### src/rtl/tre_pkg.sv
package tre_pkg;
  // register word addresses
  localparam logic [2:0] RA_BASE_LO = 3'd0;
  localparam logic [2:0] RA_BASE_HI = 3'd1;
  localparam logic [2:0] RA_SIZE    = 3'd2;
  localparam logic [2:0] RA_CTRL    = 3'd3;
  localparam logic [2:0] RA_HEAD    = 3'd4;
  localparam logic [2:0] RA_TAIL    = 3'd5;

  localparam int CTRL_EN_BIT  = 31;
  localparam int CTRL_RAW_BIT = 30;

  // descriptor word 2 fields
  localparam int LEN_LSB = 0;
  localparam int EOF_LSB = 12;
  localparam int SOF_LSB = 16;
  localparam int FLG_LSB = 20;
  localparam int DONE_BIT = FLG_LSB + 1;
  localparam int IRQ_BIT  = FLG_LSB + 3;

  typedef enum logic [2:0] {
    S_IDLE,
    S_RD_LO,
    S_RD_HI,
    S_RD_CTL,
    S_FRAME,
    S_WB_CTL,
    S_WB_TIME
  } tre_state_e;
endpackage

### src/rtl/tre_regs.sv
module tre_regs
  import tre_pkg::*;
#(
  parameter int IDX_W = 12
) (
  input  logic             clk,
  input  logic             rst_n,
  input  logic             reg_we,
  input  logic [2:0]       reg_waddr,
  input  logic [31:0]      reg_wdata,
  input  logic [2:0]       reg_raddr,
  input  logic [IDX_W-1:0] tail,
  output logic [31:0]      reg_rdata,
  output logic [63:0]      base,
  output logic [IDX_W:0]   size,
  output logic             enable,
  output logic             raw,
  output logic [IDX_W-1:0] head
);
  localparam int PAD_S = 31 - IDX_W;
  localparam int PAD_I = 32 - IDX_W;

  logic [63:0]      base_q, base_n;
  logic [IDX_W:0]   size_q, size_n;
  logic             en_q, en_n, raw_q, raw_n;
  logic [IDX_W-1:0] head_q, head_n;
  logic [31:0]      size32;

  assign size32 = {{PAD_S{1'b0}}, size_q};

  always_comb begin
    base_n = base_q;
    size_n = size_q;
    en_n   = en_q;
    raw_n  = raw_q;
    head_n = head_q;
    if (reg_we) begin
      case (reg_waddr)
        RA_BASE_LO: base_n[31:0]  = reg_wdata;
        RA_BASE_HI: base_n[63:32] = reg_wdata;
        RA_SIZE:    size_n        = reg_wdata[IDX_W:0];
        RA_CTRL: begin
          en_n  = reg_wdata[CTRL_EN_BIT];
          raw_n = reg_wdata[CTRL_RAW_BIT];
        end
        RA_HEAD: if (reg_wdata < size32) head_n = reg_wdata[IDX_W-1:0];
        default: ;
      endcase
    end
  end

  always_ff @(posedge clk or negedge rst_n) begin
    if (!rst_n) begin
      base_q <= '0;
      size_q <= '0;
      en_q   <= 1'b0;
      raw_q  <= 1'b0;
      head_q <= '0;
    end else begin
      base_q <= base_n;
      size_q <= size_n;
      en_q   <= en_n;
      raw_q  <= raw_n;
      head_q <= head_n;
    end
  end

  always_comb begin
    case (reg_raddr)
      RA_BASE_LO: reg_rdata = base_q[31:0];
      RA_BASE_HI: reg_rdata = base_q[63:32];
      RA_SIZE:    reg_rdata = size32;
      RA_CTRL:    reg_rdata = {en_q, raw_q, 30'd0};
      RA_HEAD:    reg_rdata = {{PAD_I{1'b0}}, head_q};
      RA_TAIL:    reg_rdata = {{PAD_I{1'b0}}, tail};
      default:    reg_rdata = '0;
    endcase
  end

  assign base   = base_q;
  assign size   = size_q;
  assign enable = en_q;
  assign raw    = raw_q;
  assign head   = head_q;

  // an out-of-range head write leaves the head untouched
  assert_head_kept_R8: assert property (@(posedge clk) disable iff (!rst_n)
    (reg_we && reg_waddr == RA_HEAD && reg_wdata >= size32) |=> (head_q == $past(head_q)));
endmodule

### src/rtl/tre_addr.sv
module tre_addr #(
  parameter int IDX_W = 12
) (
  input  logic [63:0]      base,
  input  logic [IDX_W-1:0] idx,
  input  logic [1:0]       word,
  output logic [63:0]      addr
);
  localparam int PAD = 60 - IDX_W;

  logic [63:0] entry_off, word_off;

  assign entry_off = {{PAD{1'b0}}, idx, 4'b0000};
  assign word_off  = {60'd0, word, 2'b00};
  assign addr      = base + entry_off + word_off;
endmodule

### src/rtl/tre_seq.sv
module tre_seq
  import tre_pkg::*;
#(
  parameter int IDX_W = 12
) (
  input  logic             clk,
  input  logic             rst_n,
  input  logic             enable,
  input  logic             raw,
  input  logic [IDX_W:0]   size,
  input  logic [IDX_W-1:0] head,
  output logic             mem_req,
  output logic             mem_we,
  output logic [1:0]       mem_word,
  output logic [31:0]      mem_wdata,
  input  logic [31:0]      mem_rdata,
  input  logic             mem_ack,
  output logic             frm_valid,
  input  logic             frm_ready,
  output logic [63:0]      frm_addr,
  output logic [11:0]      frm_len,
  output logic [3:0]       frm_sof,
  output logic [3:0]       frm_eof,
  output logic             frm_raw,
  output logic             done_evt,
  output logic [IDX_W-1:0] tail
);
  tre_state_e       state_q, state_n;
  logic [IDX_W-1:0] tail_q, tail_n, tail_wrap;
  logic [IDX_W:0]   tail_p1;
  logic [31:0]      lo_q, lo_n, hi_q, hi_n, ctl_q, ctl_n;
  logic             evt_q, evt_n;

  assign tail_p1   = {1'b0, tail_q} + 1'b1;
  assign tail_wrap = (tail_p1 >= size) ? '0 : tail_p1[IDX_W-1:0];

  always_comb begin
    state_n = state_q;
    tail_n  = tail_q;
    lo_n    = lo_q;
    hi_n    = hi_q;
    ctl_n   = ctl_q;
    evt_n   = 1'b0;
    case (state_q)
      S_IDLE: begin
        if (!enable) tail_n = '0;
        else if (tail_q != head) state_n = S_RD_LO;
      end
      S_RD_LO: if (mem_ack) begin
        lo_n    = mem_rdata;
        state_n = S_RD_HI;
      end
      S_RD_HI: if (mem_ack) begin
        hi_n    = mem_rdata;
        state_n = S_RD_CTL;
      end
      S_RD_CTL: if (mem_ack) begin
        ctl_n   = mem_rdata;
        state_n = S_FRAME;
      end
      S_FRAME: if (frm_ready) state_n = S_WB_CTL;
      S_WB_CTL: if (mem_ack) state_n = S_WB_TIME;
      S_WB_TIME: if (mem_ack) begin
        tail_n  = tail_wrap;
        evt_n   = ctl_q[IRQ_BIT];
        state_n = S_IDLE;
      end
      default: state_n = S_IDLE;
    endcase
  end

  always_ff @(posedge clk or negedge rst_n) begin
    if (!rst_n) begin
      state_q <= S_IDLE;
      tail_q  <= '0;
      lo_q    <= '0;
      hi_q    <= '0;
      ctl_q   <= '0;
      evt_q   <= 1'b0;
    end else begin
      state_q <= state_n;
      tail_q  <= tail_n;
      lo_q    <= lo_n;
      hi_q    <= hi_n;
      ctl_q   <= ctl_n;
      evt_q   <= evt_n;
    end
  end

  // memory side
  always_comb begin
    mem_req   = 1'b0;
    mem_we    = 1'b0;
    mem_word  = 2'd0;
    mem_wdata = '0;
    case (state_q)
      S_RD_LO:  mem_req = 1'b1;
      S_RD_HI: begin
        mem_req  = 1'b1;
        mem_word = 2'd1;
      end
      S_RD_CTL: begin
        mem_req  = 1'b1;
        mem_word = 2'd2;
      end
      S_WB_CTL: begin
        mem_req   = 1'b1;
        mem_we    = 1'b1;
        mem_word  = 2'd2;
        mem_wdata = ctl_q | (32'd1 << DONE_BIT);
      end
      S_WB_TIME: begin
        mem_req  = 1'b1;
        mem_we   = 1'b1;
        mem_word = 2'd3;
      end
      default: ;
    endcase
  end

  // frame side
  assign frm_valid = (state_q == S_FRAME);
  assign frm_addr  = {hi_q, lo_q};
  assign frm_len   = ctl_q[LEN_LSB +: 12];
  assign frm_sof   = raw ? 4'd0 : ctl_q[SOF_LSB +: 4];
  assign frm_eof   = raw ? 4'd0 : ctl_q[EOF_LSB +: 4];
  assign frm_raw   = raw;
  assign done_evt  = evt_q;
  assign tail      = tail_q;

  // a waiting frame request keeps its contents
  assert_frame_hold_R3: assert property (@(posedge clk) disable iff (!rst_n)
    (frm_valid && !frm_ready) |=> (frm_valid && $stable(frm_addr) && $stable(frm_len)));
  // no tail movement while the frame waits
  assert_tail_wait_R3: assert property (@(posedge clk) disable iff (!rst_n)
    (frm_valid && !frm_ready) |=> $stable(tail_q));
  // the control word goes back with the done flag
  assert_done_flag_R5: assert property (@(posedge clk) disable iff (!rst_n)
    (mem_req && mem_we && mem_word == 2'd2) |-> mem_wdata[DONE_BIT]);
  // event is a single-cycle pulse
  assert_evt_pulse_R6: assert property (@(posedge clk) disable iff (!rst_n)
    done_evt |=> !done_evt);
  // tail only steps by one or returns to zero
  assert_tail_step_R7: assert property (@(posedge clk) disable iff (!rst_n)
    (tail_q != $past(tail_q)) |-> (tail_q == '0 || tail_q == $past(tail_q) + 1'b1));
  // a pending access holds its request until acknowledged
  assert_req_hold_R2: assert property (@(posedge clk) disable iff (!rst_n)
    (mem_req && !mem_ack) |=> (mem_req && $stable(mem_word) && $stable(mem_we)));
endmodule

### src/rtl/tx_ring_engine.sv
module tx_ring_engine #(
  parameter int IDX_W = 12
) (
  input  logic        clk,
  input  logic        rst_n,
  input  logic        reg_we,
  input  logic [2:0]  reg_waddr,
  input  logic [31:0] reg_wdata,
  input  logic [2:0]  reg_raddr,
  output logic [31:0] reg_rdata,
  output logic        mem_req,
  output logic        mem_we,
  output logic [63:0] mem_addr,
  output logic [31:0] mem_wdata,
  input  logic [31:0] mem_rdata,
  input  logic        mem_ack,
  output logic        frm_valid,
  input  logic        frm_ready,
  output logic [63:0] frm_addr,
  output logic [11:0] frm_len,
  output logic [3:0]  frm_sof,
  output logic [3:0]  frm_eof,
  output logic        frm_raw,
  output logic        done_evt
);
  logic [63:0]      base;
  logic [IDX_W:0]   size;
  logic             enable, raw;
  logic [IDX_W-1:0] head, tail;
  logic [1:0]       mem_word;

  tre_regs #(.IDX_W(IDX_W)) u_regs (
    .clk       (clk),
    .rst_n     (rst_n),
    .reg_we    (reg_we),
    .reg_waddr (reg_waddr),
    .reg_wdata (reg_wdata),
    .reg_raddr (reg_raddr),
    .tail      (tail),
    .reg_rdata (reg_rdata),
    .base      (base),
    .size      (size),
    .enable    (enable),
    .raw       (raw),
    .head      (head)
  );

  tre_seq #(.IDX_W(IDX_W)) u_seq (
    .clk       (clk),
    .rst_n     (rst_n),
    .enable    (enable),
    .raw       (raw),
    .size      (size),
    .head      (head),
    .mem_req   (mem_req),
    .mem_we    (mem_we),
    .mem_word  (mem_word),
    .mem_wdata (mem_wdata),
    .mem_rdata (mem_rdata),
    .mem_ack   (mem_ack),
    .frm_valid (frm_valid),
    .frm_ready (frm_ready),
    .frm_addr  (frm_addr),
    .frm_len   (frm_len),
    .frm_sof   (frm_sof),
    .frm_eof   (frm_eof),
    .frm_raw   (frm_raw),
    .done_evt  (done_evt),
    .tail      (tail)
  );

  tre_addr #(.IDX_W(IDX_W)) u_addr (
    .base (base),
    .idx  (tail),
    .word (mem_word),
    .addr (mem_addr)
  );

  // a disabled, idle ring makes no access
  assert_quiet_disabled_R9: assert property (@(posedge clk) disable iff (!rst_n)
    (!enable && !mem_req && !frm_valid) |=> !mem_req);
endmodule

### config.mk
export PLATFORM = sky130hd
export DESIGN_NAME = tx_ring_engine
export DESIGN_NICKNAME = d
export VERILOG_FILES = /design/src/rtl/tre_pkg.sv /design/src/rtl/tre_regs.sv /design/src/rtl/tre_addr.sv /design/src/rtl/tre_seq.sv /design/src/rtl/tx_ring_engine.sv
export SDC_FILE = /design/constraint.sdc
export NUM_CORES = 1
export LEC_CHECK = 0
export ABC_AREA = 1
export BUFFER_PORTS_ARGS = -buffer_cell sky130_fd_sc_hd__buf_2
export CAP_MARGIN = 20
export CORE_ASPECT_RATIO = 0.5
export CORE_UTILIZATION = 35
export CTS_CLUSTER_SIZE = 25
export DETAILED_ROUTE_END_ITERATION = 8
export GPL_TIMING_DRIVEN = 0
export MAX_ROUTING_LAYER = met4
export PLACE_DENSITY = 0.53
export SYNTH_ARGS = -nofsm -noshare
export SYNTH_HDL_FRONTEND = slang
export SYNTH_SLANG_ARGS = --single-unit
### constraint.sdc
create_clock -name clk -period 2.8 [get_ports clk]
set_clock_uncertainty 0.15 [all_clocks]
set_input_delay 0.14 -clock clk [delete_from_list [all_inputs] [get_ports clk]]
set_output_delay 0.14 -clock clk [all_outputs]
set_load 0.05 [all_outputs]
# Word level (Yosys, flattened, before mapping)
# Cells that the tools add are included.
classes:
  n_addsub: 3
  order_cmp: 2
  n_eq_ne: 25
  mux: 22
  reduce_logical: 17
op_table:
  columns: ["cell", "count"]
  rows:
  - ["$pmux 32 s6", 1]
  - ["$add 64x16->64", 1]
  - ["$add 64x4->64", 1]
  - ["$mux 12", 3]
  - ["$lt 32x13->1", 1]
  - ["$mux 32", 1]
  - ["$mux 3", 8]
  - ["$pmux 12 s2", 1]
  - ["$pmux 3 s7", 1]
  - ["$eq 3x2->1 const B", 6]
  - ["$eq 3x3->1 const B", 6]
  - ["$ne 2x2->1 const B", 7]
  - ["$reduce_and 2->1", 7]
  - ["$add 12x1->13 const B", 1]
  - ["$ge 13x13->1", 1]
  - ["$ne 12x12->1", 1]
  - ["$eq 3x1->1 const B", 3]
  - ["$logic_not 3->1", 3]
  - ["$mux 4", 2]
  - ["$reduce_and 8->1", 1]
  - ["$pmux 2 s3", 1]
  - ["$reduce_and 3->1", 2]
  - ["$reduce_or 5->1", 1]
  - ["$mux 1", 4]
  - ["3 further kinds", 5]
totals:
  regBits: 203
  input_bits: 75
  out_inout_bits: 217
  elab_cells: 81

# Depth between registers and ports, before layout
depth:
  word_depth: 5
  mapped_depth: 17

# Hierarchy
# Synthesis repeated with hierarchy kept, for this count alone.
unflattened:
  hier_cells: 1847
  area_unflattened_um2: 12872.3
by_module_without_submodules:
  columns: ["mod", "instances", "cells_per_inst", "area_each_um2"]
  rows:
  - ["tre_seq", 1, 690, 5420.2]
  - ["tre_regs", 1, 533, 4405.5]
  - ["tre_addr", 1, 624, 3046.7]

# Worst setup path before layout
# OpenSTA, ideal clock, no wires.
synth_timing:
  kind: "register -> output"
  from: "register u_seq.state_q[1]"
  to: "output port mem_addr[20]"
  arrival_time_ns: 2.749
  required_time_ns: 2.510
  path_slack_ns: -0.239
  stages_incl_launch_ff: 15
  n_path_buf: 0
  path_cell_list: "dfrtp_1 > inv_1 > nor2_1 > nor2_2 > o21ai_0 > fa_1 > nand3_1 > nand2_1 > nand3_1 > nand2_1 > nand2_1 > nand2_2 > nand2_1 > nand2_1 > xor2_1"
synth_between:
  elab_chain_cells: 4
  elab_cells_between_ends: 7
  cone_classes: "1 x add/sub; 4 x eq/ne; 1 x mux; 1 x reduce/logical"
synth_rtl:
  columns: ["element", "line", "source"]
  rows:
  - ["start, declared", "tre_seq.sv:28", "tre_state_e state_q, state_n;"]
  - ["start signal, assigned", "tre_seq.sv:81", "state_q <= state_n;"]
  - ["$eq 3x2->1 / $eq 3x3->1 (equally long branches)", "tre_seq.sv:96", "case (state_q)"]
  - ["$reduce_or 2->1 (no line)", null, null]
  - ["$pmux 2 s3 (*)", "tre_seq.sv:96", null]
  - ["$add 64x4->64 (*)", "tre_addr.sv:15", "assign addr = base + entry_off + word_off;"]
  - ["end, declared", "tx_ring_engine.sv:13", "output logic [63:0] mem_addr,"]
# Every way passes the cells marked *; elsewhere a longest branch is shown, timed or not.

# Worst setup path in the final report
layout_timing:
  from: "register u_seq.state_q[0]"
  to: "output port mem_addr[40]"
# The elaborated chain is that of the path after synthesis.

==> results.py <==
metrics = {
    "global_routing": {
        "grt_max_degree": 98,
        "grt_pass1_wl_mm": 75.4,
        "first_global_vias": 12707,
        "antenna_found_initial": 1,
        "grt_usage_pct": 28.5,
        "grt_overflow": 0,
    },
    "drt": {
        "dr.pass1.iters": 5,
        "antenna_left": 0,
        "via_per_inst": 5.01,
        "routed-via-count": 12991,
        "drt_iter0_drc": 899,
        "remaining_drc_errors": 0,
        "wl_per_cell_um": 19.2,
        "routed_wirelength_mm": 49.8,
    },
    "worst_hold_path": {
        "whs_path_depth": 5,
        "hp-class": "in -> reg",
        "worstHoldStart": "reg_waddr[0]",
        "hold_end": "u_regs.size[2]$_DFFE_PN0P_",
    },
    "synthesis": {
        "synthCells": 1688,
        "syn_area_um2": 12200,
        "async_flop_share_pct": 100,
        "ys_ff_latch": 202,
        "synth_nets": 1804,
        "synthFlopType": "dfrtp_1",
        "syn_avg_cell_area_um2": 7.25,
        "synth-edff-count": 0,
        "yosysUniqueCellTypes": 45,
        "synth_warnings": 0,
        "yosysSeqAreaShare_pct": 41.3,
    },
    "power_and_ir_drop": {
        "powerDensity_nw_per_um2": 642,
        "ir_drop_v": 0.000484,
        "pwr-share-clk_pct": 28.8,
        "p_leak_uw": 0.00876,
        "p_seq_share_pct": 34.3,
        "p_int_uw": 6480,
        "combPwrFrac_pct": 36.9,
        "power_switching_uw": 4720,
        "p_sw_share_pct": 42.1,
    },
    "setup_path": {
        "r2r-end": "u_seq.tail[6]$_DFFE_PN0P_",
        "critical_path_arrival_ns": 2.93,
        "start_kind": "register",
        "cp_max_fo": 6,
        "reg2reg_from": "u_seq.tail[3]$_DFFE_PN0P_",
        "worstPathRequired_ns": 2.51,
        "end_kind": "output port",
        "setup.worst_path.class": "reg -> out",
        "reg2reg_slack_ns": -0.04,
        "reg2regPathDepth": 14,
    },
    "timing": {
        "drv_slew": 0,
        "hold_viol": 0,
        "setup_ws_ns": -0.424,
        "timing.hold.ws_ns": 0.0603,
        "rsz0062_at_grt": "true",
        "timing.fmax_mhz": 310,
        "slew-limit-headroom_pct": 41.1,
        "period_needed_ns": 3.22,
        "fin_crit_sh_pct": 115,
        "setup_viol": 68,
        "tightest_slew_ns": 0.884,
    },
    "status": {
        "violations": "negative setup slack",
        "outcome": "finished, violations left",
    },
    "place": {
        "dp_hpwl_mm": 38.1,
        "io_buffer_count": 291,
        "place_congestion": 0.991,
        "dpl_cell_area_um2": 14500,
    },
    "final_layout": {
        "post-route-util_pct": 51.6,
        "area_delta_synth_final_pct": 42.5,
        "layout_common_cells": "nand2_1 (441), buf_2 (236), inv_1 (228)",
        "drive_gt1_share_pct": 27.2,
        "final_area_um2": 17400,
        "fin_nets": 2229,
        "final_common_cell": "nand2_1",
    },
    "flow_run": {
        "drv_cap": 0,
    },
    "clock_network": {
        "root_buffer": "clkbuf_16",
        "clk_latency_ns": 0.54,
        "clk_path_buf_depth": 3,
        "cts_tree": "built",
        "clock_sinks": 202,
        "cts_buffers": 21,
        "cts.clk_slew.worst_paths_ns": 0.07,
        "htreeDepth": 1,
    },
    "die": {
        "die_area_um2": 35800,
        "die_x_um": 266,
        "rows": 47,
        "start_util_pct": 36.2,
        "die_y_um": 134,
        "core-area_um2": 33800,
        "pin_count": 292,
    },
}
-- kinds of logic after synthesis --
| kind of cell | count (synthesis) | synth area share [%] |
|---|---|---|
| compound gates | 298 | 13.3 |
| buf+inv | 304 | 9.93 |
| simple gates | 797 | 27.9 |
| flops | 202 | 41.3 |
| fa+ha+maj | 41 | 4.25 |
| xor+xnor | 46 | 3.29 |
-- worst max-delay path, stage by stage (launching register included) --
cell	delay (ns)
dfrtp_2	0.46
nor2_4	0.22
nor2_4	0.07
o21ai_4	0.20
fa_2	0.26
nand3_2	0.10
nand2_4	0.13
nand3_4	0.09
nand2_4	0.11
nand3_4	0.12
nand2_4	0.12
nand2_4	0.08
nor2_1	0.11
nand2_1	0.07
nand2_2	0.11
buf_8	0.15
-- synthesized netlist by cell type, types with 3 or more instances --
master / n / area (um^2)
nand2_1: 482 / 1810
inv_1: 233 / 875
dfrtp_1: 202 / 5050
o21ai_0: 199 / 996
nor2_1: 127 / 477
nand3_1: 96 / 480
xor2_1: 43 / 377
a21oi_1: 40 / 200
ha_1: 40 / 500
clkbuf_1: 39 / 146
nand4_1: 25 / 156
o22ai_1: 22 / 138
nor3_1: 17 / 85.1
buf_4: 16 / 120
o211ai_1: 14 / 105
buf_2: 10 / 50.1
nand2_2: 10 / 62.6
nor4_1: 10 / 62.6
nor3_2: 9 / 90.1
o21ai_2: 5 / 43.8
inv_2: 4 / 15.0
nor2_2: 4 / 25.0
nor4_2: 4 / 50.1
nand3_2: 3 / 30.0
o21bai_1: 3 / 22.5
o221ai_1: 3 / 26.3
xnor2_1: 3 / 26.3
-- layout make-up --
cell class	instances	area (um^2)
inverter	237	896
fill	3375	16300
clock buffer	26	584
multi-input combinational	1182	6790
buffer	67	337
sequential	202	5070
antenna	1	2.50
clock inverter	10	183
tap	465	582
timing repair buffer	402	2980
-- state kept, by name (all words and copies together) (netlist names) --
| register | cells |
|---|---|
| u_regs.enable | 1 |
| u_regs.raw | 1 |
| u_seq.tail | 12 |
| u_seq.lo_q | 32 |
| u_regs.size | 13 |
| u_regs.base | 64 |
| u_seq.hi_q | 32 |
| u_seq.state_q | 3 |
| u_seq.ctl_q | 31 |
| u_regs.head | 12 |
| u_seq.done_evt | 1 |
-- stage by stage --
step / setup TNS, ns / instances / power (uW) / setup slack, ns
after floorplan: -0.0106 / 1688 / 6390 / -0.0106
after global placement: -501.83 / 2444 / 7520 / -2.31
after detailed placement: -43.13 / 2446 / 7540 / -0.977
after CTS: -18.06 / 2576 / 11200 / -0.425
after global routing: -24.76 / 2592 / 11700 / -0.538
final: -16.54 / 2592 / 11200 / -0.424
-- repair_timing --
item	in CTS	in global routing
setup endpoints to repair	71	71
gates cloned	0	1
pin swaps	32	22
buffers inserted	21	14
gates resized for setup	244	69
hold endpoints to repair	316	0
hold buffers	74	0
-- power by group through the flow --
| stage | Combinational, uW | Sequential [uW] | Clock [uW] |
|---|---|---|---|
| 2_1_floorplan | 1830 | 4570 | 0 |
| 3_3_place_gp | 3650 | 3870 | 0 |
| 3_5_place_dp | 3670 | 3870 | 0 |
| 4_1_cts | 4080 | 3830 | 3280 |
| 5_1_grt | 4400 | 3900 | 3400 |
| 6_report | 4130 | 3840 | 3230 |
-- how the worst max path moves through the flow --
stage,from,endpoint,depth (start not counted),slack [ns]
floorplan,u_seq.state_q[1]$_DFFE_PN0P_,mem_addr[20],14,-0.01
global placement,rst_n,u_regs.base[52]$_DFFE_PN0P_,1,-2.31
detailed placement,u_seq.state_q[1]$_DFFE_PN0P_,mem_addr[40],16,-0.98
CTS,u_seq.state_q[1]$_DFFE_PN0P_,mem_addr[39],17,-0.43
global route,u_seq.state_q[0]$_DFFE_PN0P_,mem_addr[40],15,-0.54
finish,u_seq.state_q[0]$_DFFE_PN0P_,mem_addr[40],15,-0.42
-- routing by layer --
layer	wire (um)	GRT usage (%)	up-vias
li1	-	-	6259
met5	0	-	-
met4	1080	6.64	0
met3	2830	4.92	54
met1	22500	37.8	6322
met2	23400	45.4	356
No activity file was read; power rests on OpenSTA's default activity.
